==> config.mk <==
export PLATFORM = sky130hd
export DESIGN_NAME = rtc_chain
export DESIGN_NICKNAME = d
export VERILOG_FILES = /design/src/rtl/rtc_pkg.sv /design/src/rtl/rtc_div_stage.sv /design/src/rtl/rtc_count.sv /design/src/rtl/rtc_bus.sv /design/src/rtl/rtc_chain.sv
export SDC_FILE = /design/constraint.sdc
export NUM_CORES = 1
export LEC_CHECK = 0
export BUFFER_PORTS_ARGS = -buffer_cell sky130_fd_sc_hd__buf_2
export CAP_MARGIN = 20
export CORE_UTILIZATION = 55
export CTS_CLUSTER_SIZE = 12
export DETAILED_ROUTE_END_ITERATION = 6
export PLACE_DENSITY = 0.77
export REMOVE_ABC_BUFFERS = 1
export SYNTH_ARGS = -nofsm -noshare
export SYNTH_HDL_FRONTEND = slang
export SYNTH_SLANG_ARGS = --single-unit
==> constraint.sdc <==
create_clock -name clk -period 2.65 [get_ports clk]
set_clock_uncertainty 0.05 [all_clocks]
set_input_delay 0.265 -clock clk [delete_from_list [all_inputs] [get_ports clk]]
set_output_delay 0.265 -clock clk [all_outputs]
set_load 0.02 [all_outputs]
==> src/rtl/rtc_pkg.sv <==
package rtc_pkg;

    localparam int REG_W = 16;
    localparam int CNT_W = 32;

    typedef enum logic [1:0] {
        RA_RELOAD = 2'd0,
        RA_TIMER  = 2'd1,
        RA_CNT_LO = 2'd2,
        RA_CNT_HI = 2'd3
    } rtc_addr_e;

    typedef struct packed {
        logic wr_reload;
        logic wr_timer;
        logic wr_lo;
        logic wr_hi;
        logic rd_lo;
    } rtc_acc_t;

    function automatic rtc_acc_t rtc_decode(input logic wr, input logic rd,
                                            input logic [1:0] a);
        rtc_acc_t r;
        r.wr_reload = wr && (rtc_addr_e'(a) == RA_RELOAD);
        r.wr_timer  = wr && (rtc_addr_e'(a) == RA_TIMER);
        r.wr_lo     = wr && (rtc_addr_e'(a) == RA_CNT_LO);
        r.wr_hi     = wr && (rtc_addr_e'(a) == RA_CNT_HI);
        r.rd_lo     = rd && (rtc_addr_e'(a) == RA_CNT_LO);
        return r;
    endfunction

endpackage

==> src/rtl/rtc_div_stage.sv <==
module rtc_div_stage #(
    parameter int W = 8
) (
    input  logic clk,
    input  logic por,
    input  logic en,
    output logic carry
);
    logic [W-1:0] q;

    always_ff @(posedge clk) begin
        if (por)
            q <= '0;
        else if (en)
            q <= q + 1'b1;
    end

    assign carry = en && (q == {W{1'b1}});
endmodule

==> src/rtl/rtc_count.sv <==
module rtc_count
    import rtc_pkg::*;
(
    input  logic             clk,
    input  logic             por,
    input  logic             tick,
    input  rtc_acc_t         acc,
    input  logic [REG_W-1:0] wdata,
    input  logic [REG_W-1:0] reload,
    output logic [REG_W-1:0] tmr,
    output logic [CNT_W-1:0] cnt,
    output logic             wrap
);
    assign wrap = tick && !acc.wr_timer && (tmr == {REG_W{1'b1}});

    always_ff @(posedge clk) begin
        if (por)
            tmr <= '0;
        else if (acc.wr_timer)
            tmr <= wdata;
        else if (wrap)
            tmr <= reload;
        else if (tick)
            tmr <= tmr + 1'b1;
    end

    always_ff @(posedge clk) begin
        if (por)
            cnt <= '0;
        else if (acc.wr_hi)
            cnt <= {wdata, cnt[REG_W-1:0]};
        else if (acc.wr_lo)
            cnt <= {cnt[CNT_W-1:REG_W], wdata};
        else if (wrap)
            cnt <= cnt + 1'b1;
    end
endmodule

==> src/rtl/rtc_bus.sv <==
module rtc_bus
    import rtc_pkg::*;
(
    input  logic             clk,
    input  logic             por,
    input  logic             wr_en,
    input  logic             rd_en,
    input  logic [1:0]       addr,
    input  logic [REG_W-1:0] wdata,
    input  logic [REG_W-1:0] tmr,
    input  logic [CNT_W-1:0] cnt,
    output rtc_acc_t         acc,
    output logic [REG_W-1:0] reload,
    output logic [REG_W-1:0] shadow,
    output logic [REG_W-1:0] rdata
);
    assign acc = rtc_decode(wr_en, rd_en, addr);

    always_ff @(posedge clk) begin
        if (por) begin
            reload <= '0;
            shadow <= '0;
        end else begin
            if (acc.wr_reload)
                reload <= wdata;
            if (acc.rd_lo)
                shadow <= cnt[CNT_W-1:REG_W];
        end
    end

    always_comb begin
        case (rtc_addr_e'(addr))
            RA_RELOAD: rdata = reload;
            RA_TIMER:  rdata = tmr;
            RA_CNT_LO: rdata = cnt[REG_W-1:0];
            default:   rdata = shadow;
        endcase
    end
endmodule

==> src/rtl/rtc_chain.sv <==
module rtc_chain
    import rtc_pkg::*;
#(
    parameter int DIV_LOG2 = 5,
    parameter int PRE_W    = 8
) (
    input  logic        clk,
    input  logic        por,
    input  logic        wr_en,
    input  logic        rd_en,
    input  logic [1:0]  addr,
    input  logic [15:0] wdata,
    output logic [15:0] rdata,
    output logic        irq
);
    localparam int NSTG = 2;

    logic [NSTG:0]      tick;
    rtc_acc_t           acc;
    logic [REG_W-1:0]   reload_q;
    logic [REG_W-1:0]   shadow_q;
    logic [REG_W-1:0]   tmr_q;
    logic [CNT_W-1:0]   cnt_q;
    logic               wrap;

    assign tick[0] = 1'b1;

    for (genvar g = 0; g < NSTG; g++) begin : g_div
        rtc_div_stage #(.W(g == 0 ? DIV_LOG2 : PRE_W)) u_stage (
            .clk   (clk),
            .por   (por),
            .en    (tick[g]),
            .carry (tick[g+1])
        );
    end

    rtc_bus u_bus (
        .clk    (clk),
        .por    (por),
        .wr_en  (wr_en),
        .rd_en  (rd_en),
        .addr   (addr),
        .wdata  (wdata),
        .tmr    (tmr_q),
        .cnt    (cnt_q),
        .acc    (acc),
        .reload (reload_q),
        .shadow (shadow_q),
        .rdata  (rdata)
    );

    rtc_count u_count (
        .clk    (clk),
        .por    (por),
        .tick   (tick[NSTG]),
        .acc    (acc),
        .wdata  (wdata),
        .reload (reload_q),
        .tmr    (tmr_q),
        .cnt    (cnt_q),
        .wrap   (wrap)
    );

    always_ff @(posedge clk) begin
        if (por)
            irq <= 1'b0;
        else
            irq <= wrap;
    end
endmodule

==> metrics.txt, run 1 <==
Post-Layout Cell Count=771; row cnt=35; Switching Power=0.000762 W; largest family of logic cells by synthesized area=simple AND/OR/NAND/NOR gates; Post-Synth Adder-Cell Area=1.21%; Least-Margin Pin Slew=850 ps; IO Port Bufs=38; layout cells sized above 1=19.5%; Synth async-reset ratio=0%; P_int=about 0.002 W; Worst path max stage delay=approximately 710 ps; Cell variety after synth=between 60 and 70; Hold Path Depth=3; initial DRC count=594; die area=approximately 9800 sq um; hold_ws=between 100 and 150 ps; CTS root buf=clkbuf_8; Post-CTS Hold Fix Bufs=0; Buf/Inv on CP=1; Pwr Density=478 nW/um^2; first-pass GRT wire length=26200 um; antenna violations before repair=0; Crit path depth=7; P&R area growth vs syn=13.0%; critical path class=flop to flop; xor and xnor area share after synthesis=4.23%; largest net degree at the start of global routing=84; critical-path cell list=ha_1, nand3_2, or4_4, nor4_4, buf_4, a211o_1, a31oi_1; CP max-delay cell=or4_4; Die X=99.0 um; final hold vios=0; Overall Power=0.00280 W; crit end category=flop; R2R depth=7; maximum buffer depth of the clock tree=2; CTS tree=done; Synth Area in Compound Gates=19.5%; Final Core Density=63.6%; worst-path fanout max=11; Core ar.=roughly 9000 sq um; DPL Wire Length=11700 um; HP Class=input pin to flop; final wirelength=16500 um; max cap viols=0; via count=5290; mux contribution to synthesized area=8.00%; Flop pwr share=between 50% and 60%; status=completed; io pins=39; Top delay family on crit path=simple AND/OR/NAND/NOR gates; Seq/Total Area, Yosys=approximately 36%; Req. time, crit path=~2900 ps; final setup fails=0; Main synth FF type=dfxtp_1; Placed Cells=about 750; setup TNS=0 ps; average cell area after synthesis=8.48 sq um; post-synthesis register bit count=94; Vias/cell=6.86; EDFF count, synth=0; Detail Route Antenna Nets=0; clock-pin slew on the worst setup and hold paths=around 100 ps; # DRC=0; # clock sinks=between 90 and 100; Die Y=99.0 um; FMAX=394 MHz; H-tree levels=3; Setup crit start kind=flop; logic gate share of total power=around a tenth; Sw Share=between 20% and 30%; clock latency at the later pin of the worst-skew pair=between 300 and 400 ps; TritonCTS buffer count=9; All-Layer GR Usage=35.0%; Final GP Congestion=0.982; Clk pwr share=between 30% and 40%; Ys Warns=0; relative slew slack=43.2%; P_leak=~2.0 nW; GRT overflow=0; drt pass-1 iters=6; Period minus WS final=between 2000 and 3000 ps; Wirelength per Cell=21.4 um; post-synthesis cell area=roughly 5200 sq um; Layout Nets=between 600 and 700; ANT cells=0; Cells after Synth=roughly 610; VDD IR-drop max=between 0.2 and 0.3 mV; Initial Util=56.3%; Simple-Gate Fraction of Synth Area=27.1%; worst path arrival time=2740 ps; fin. max-slew vios=0; via count of the first global-routing pass=between 4000 and 5000; Final period util=95.8%
-- state kept, by name, summed over array words and instances, names as in the netlist --
name,flops
u_count.cnt,32
u_bus.shadow,16
u_count.tmr,16
u_bus.reload,16
g_div.u_stage.q,13
irq,1
-- cell type report --
class,count,area [sq um]
clock buffers,11,141
clock inverters,5,58.8
fillers,810,3340
inverters,9,33.8
multi-input cells,470,3130
flip-flops and latches,94,1880
well taps,111,139
repair buffers,71,463
-- path summary, 6_finish.rpt --
path | from | to | slack, ps
worst max register to register | u_count.tmr[0] | u_count.cnt[21] | 110
worst min register to register | g_div[0].u_stage.q[0] | g_div[0].u_stage.q[0] | 370
worst max-delay path | u_count.tmr[0] | u_count.cnt[21] | 110
worst min-delay path | wdata[0] | u_bus.reload[0] | 130
-- worst min-delay path, cell delays in order --
cell	delay, ps
buf_2	130
nand2_1	60
a21oi_1	50
-- power by group through the flow --
stage          clock network, W  logic [W]  registers, W
2_1_floorplan                 0   0.000152       0.00153
3_3_place_gp                  0   0.000281       0.00154
3_5_place_dp                  0   0.000287       0.00154
4_1_cts                0.000989   0.000289       0.00151
5_1_grt                 0.00105   0.000319       0.00152
6_report               0.000987   0.000296       0.00152
-- timing repair --
action | in CTS | in global routing
hold endpoints to repair | 0 | 0
setup endpoints to repair | 0 | 10
setup buffers | 0 | 3
resized for setup | 0 | 5
-- routing by layer --
layer	global-route usage, %	routed length [um]	vias to the layer above
li1	-	-	2385
met2	53.8	7590	316
met3	7.73	1680	34
met1	47.1	6700	2555
met4	16.1	535	0
met5	0	0	-
-- placed cells by master, fill, tap and decap left out, drive strengths merged, types with 11 or more instances in the layout --
cell and n:
a211oi 15, a21oi 42, a311oi 11, buf 71
clkbuf 11, dfxtp 94, mux4 16, nand2 93
nand3 26, nand4 23, nor2 59, nor4 17
o21ai 18, xnor2 16
-- cells in the mapped netlist, types with 2 or more instances --
cell type  number  share of area, %
dfxtp_1        94                36
nand2_1        93               6.7
nor2_1         59               4.3
a21oi_1        42               4.1
clkbuf_1       32               2.3
nand3_1        25               2.4
nand4_1        20               2.4
o21ai_0        17               1.6
mux4_2         16               7.0
xnor2_1        16               2.7
a211oi_1       15               2.2
a311oi_1       11               1.9
a31oi_1        10               1.2
a22oi_1         9               1.3
inv_1           9              0.65
nor3_1          9              0.87
nor4_1          9               1.1
or4_1           9               1.3
xor2_1          9               1.5
and3_1          7              0.85
or3_1           7              0.85
a222oi_1        6               1.2
nor4_2          6               1.4
a21o_1          5              0.72
ha_1            5               1.2
o211ai_1        4              0.58
o31ai_1         4              0.58
or2_2           4              0.48
a221oi_1        3              0.51
a32oi_1         3              0.51
and4_1          3              0.51
buf_1           3              0.22
mux2_2          3              0.65
nand2b_1        3              0.36
nand4_2         3              0.72
o21bai_1        3              0.43
o22ai_1         3              0.36
and2_1          2              0.24
mux2i_1         2              0.39
nand4b_1        2              0.34
nor2b_1         2              0.24
nor4_4          2              0.82
o41ai_1         2              0.34
-- metrics by stage --
stage,instance area [sq um],setup slack (ps)
after floorplan,5020,-206
after detailed placement,5600,57.3
final,5850,112
after global routing,5850,-7.46
after global placement,5600,146
after CTS,5800,14.0
-- cell families after synthesis --
logic type      count (synthesis)
xor+xnor                       25
mux                            21
fa+ha+maj                       5
simple gates                  271
flops                          94
compound gates                148
buf+inv                        47
Note: power is estimated with default switching activity, not from simulation.
==> run 2: changes to the inputs <==
--- a/config.mk
+++ b/config.mk
@@ -14,4 +14,5 @@
 export REMOVE_ABC_BUFFERS = 1
 export SYNTH_ARGS = -nofsm -noshare
 export SYNTH_HDL_FRONTEND = slang
+export SYNTH_HIERARCHICAL = 1
 export SYNTH_SLANG_ARGS = --single-unit
==> metrics.txt, run 2 <==
Die Y=103 um; worst path arrival time=2940 ps; initial DRC count=480; clock latency at the later pin of the worst-skew pair=about 370 ps; Area contributors post-synth=dfxtp_1, nand2b_1, mux2i_1; setup TNS=-390 ps; top-area cell type share of the netlist area=33.8%; most flop-heavy register=u_count/cnt; row cnt=36; CTS root buf=clkbuf_8; post-route setup slack=-75.5 ps; max reg flops=32; critical path class=flop to flop; fin. max-slew vios=0; EDFF count, synth=0; Pwr Density=468 nW/um^2; hold_ws=112 ps; crit end category=flop; min-delay src=wdata[13]; via count=roughly 5300; H-tree levels=3; status=finished, violations left; Hold Path Depth=3; worst hold endpoint=u_bus/reload[13]; # DRC=0; leading area contributor after synthesis=dfxtp_1; worst-path fanout max=6; die area=10500 sq um; Req. time, crit path=between 2000 and 3000 ps; post-synthesis register bit count=94; Final Core Density=66.7%; Least-Margin Pin Slew=711 ps; Ys Warns=6; commonest non-fill, non-tap cell in the layout=dfxtp_1; commonest cells in the netlist=dfxtp_1, nand2b_1, nand2_1; maximum buffer depth of the clock tree=2; # clock sinks=94; TritonCTS buffer count=9; Layout Nets=roughly 730; most frequent cells in the layout=dfxtp_1, nand2b_1, buf_4; Core ar.=9770 sq um; via count of the first global-routing pass=around 5100; Seq/Total Area, Yosys=between 30% and 40%; relative slew slack=52.6%; fill count=819; GRT overflow=0; average cell area after synthesis=8.70 sq um; Vias/cell=6.34; clock-pin slew on the worst setup and hold paths=about 90 ps; antenna violations before repair=0; reg-to-reg endpoint=u_count/cnt[30]; Period minus WS final=approximately 2700 ps; Cell variety after synth=between 60 and 70; largest net degree at the start of global routing=78; CTS tree=done; Synth async-reset ratio=0%; Wirelength per Cell=19.5 um; final hold vios=0; FMAX=367 MHz; RSZ-0062 raised after global routing=yes; drt pass-1 iters=5; HP Class=input pin to flop; final wirelength=16400 um; P&R area growth vs syn=17.2%; P_leak=2.46 nW; reg2reg start=g_div[0].u_stage/q[1]; IO Port Bufs=38; failing checks=negative setup slack; Detail Route Antenna Nets=0; post-synthesis cell area=5560 sq um; layout cells sized above 1=22.3%; R2R depth=14; first-pass GRT wire length=25600 um; All-Layer GR Usage=32.1%; final setup fails=10; Initial Util=between 50% and 60%; ANT cells=0; DPL Wire Length=11400 um; R2R setup slack=-80 ps; Die X=between 100 and 150 um; io pins=39; most common cell in the netlist=dfxtp_1; max cap viols=0; Final GP Congestion=0.960; Setup crit start kind=flop; Final period util=103%; Main synth FF type=dfxtp_1; Cells after Synth=roughly 640; VDD IR-drop max=0.314 mV
-- run 2: cell count changes after synthesis, sizes merged, moves of 10 or more --
cell / change
buf: +12
nor4: -13
xnor2: -10
or4: -10
nand2: -47
nor2: -18
mux2i: +36
o21ai: +18
nand2b: +62
-- run 2: area by class of cell --
cell class | count | area (sq um) | area share [%]
flip-flops and latches | 94 | 1880 | 28.9
repair buffers | 94 | 637 | 9.77
inverters | 20 | 82.6 | 1.27
clock inverters | 3 | 90.1 | 1.38
well taps | 133 | 166 | 2.55
multi-input cells | 483 | 3500 | 53.7
clock buffers | 13 | 159 | 2.44
-- run 2: worst max-delay path, stage by stage, from the launching register on --
cell and delay [ps]:
dfxtp_2 360, ha_4 140, and3_4 180, ha_4 120
and2_4 140, nand3_2 60, nor2_2 130, and3_4 210
nand2_4 60, nor3_4 260, buf_6 150, nand4_4 160
buf_6 220, o21a_1 160, o31a_1 230
-- run 2: cell families (layout without fill, tap and decap cells) --
logic type	after synthesis	in the layout	share of synthesized area (%)
buffers and inverters	62	130	5.51
AND/OR/NAND/NOR	256	256	26.1
XOR/XNOR	13	13	2.05
flip-flops	94	94	33.8
multiplexers	57	57	14.1
adder cells (fa/ha/maj)	5	5	1.13
other	1	1	0.0674
AO/OA/AOI/OAI	151	151	17.2
-- run 2: worst max-delay path by stage --
stage	to	slack (ps)	startpoint	cells after the start
after floorplan	u_count/cnt[21]	-540	g_div[0].u_stage/q[0]	12
after global placement	u_count/cnt[25]	-60	g_div[0].u_stage/q[0]	13
after detailed placement	u_count/cnt[22]	-160	g_div[0].u_stage/q[1]	13
after CTS	u_count/cnt[30]	7	g_div[0].u_stage/q[0]	14
after global routing	u_count/cnt[30]	-180	g_div[0].u_stage/q[1]	14
final	u_count/cnt[30]	-80	g_div[0].u_stage/q[1]	14
-- run 2: per-layer routing --
layer	global-route usage (%)	vias up	routed length, um
met4	13.7	0	476
met5	0	-	0
met1	42.7	2568	7070
met3	6.17	46	1280
met2	51.1	255	7550
li1	-	2456	-
-- run 2: what timing repair did --
action	4_1_cts	5_1_grt
gates resized for setup	14	22
hold buffers	0	0
buffers inserted	6	2
endpoints found under the hold margin	0	0
endpoints found under the setup margin	17	36
pin swaps	5	11
-- run 2: where the power goes --
group          internal, W  leakage (nW)  switching (W)
Combinational     0.000156          1.58       0.000189
Clock             0.000680         0.124       0.000516
Sequential         0.00146         0.764      0.0000556
Total              0.00229          2.46       0.000762
-- run 2: stage by stage --
| stage | cells | cell area, sq um | setup slack, ps | power [W] |
|---|---|---|---|---|
| 2_1_floorplan | 597 | 5330 | -537 | 0.00171 |
| 3_3_place_gp | 817 | 6080 | -59.6 | 0.00186 |
| 3_5_place_dp | 817 | 6080 | -161 | 0.00187 |
| 4_1_cts | 839 | 6430 | 6.79 | 0.00304 |
| 5_1_grt | 840 | 6520 | -183 | 0.00315 |
| 6_report | 840 | 6520 | -75.5 | 0.00305 |
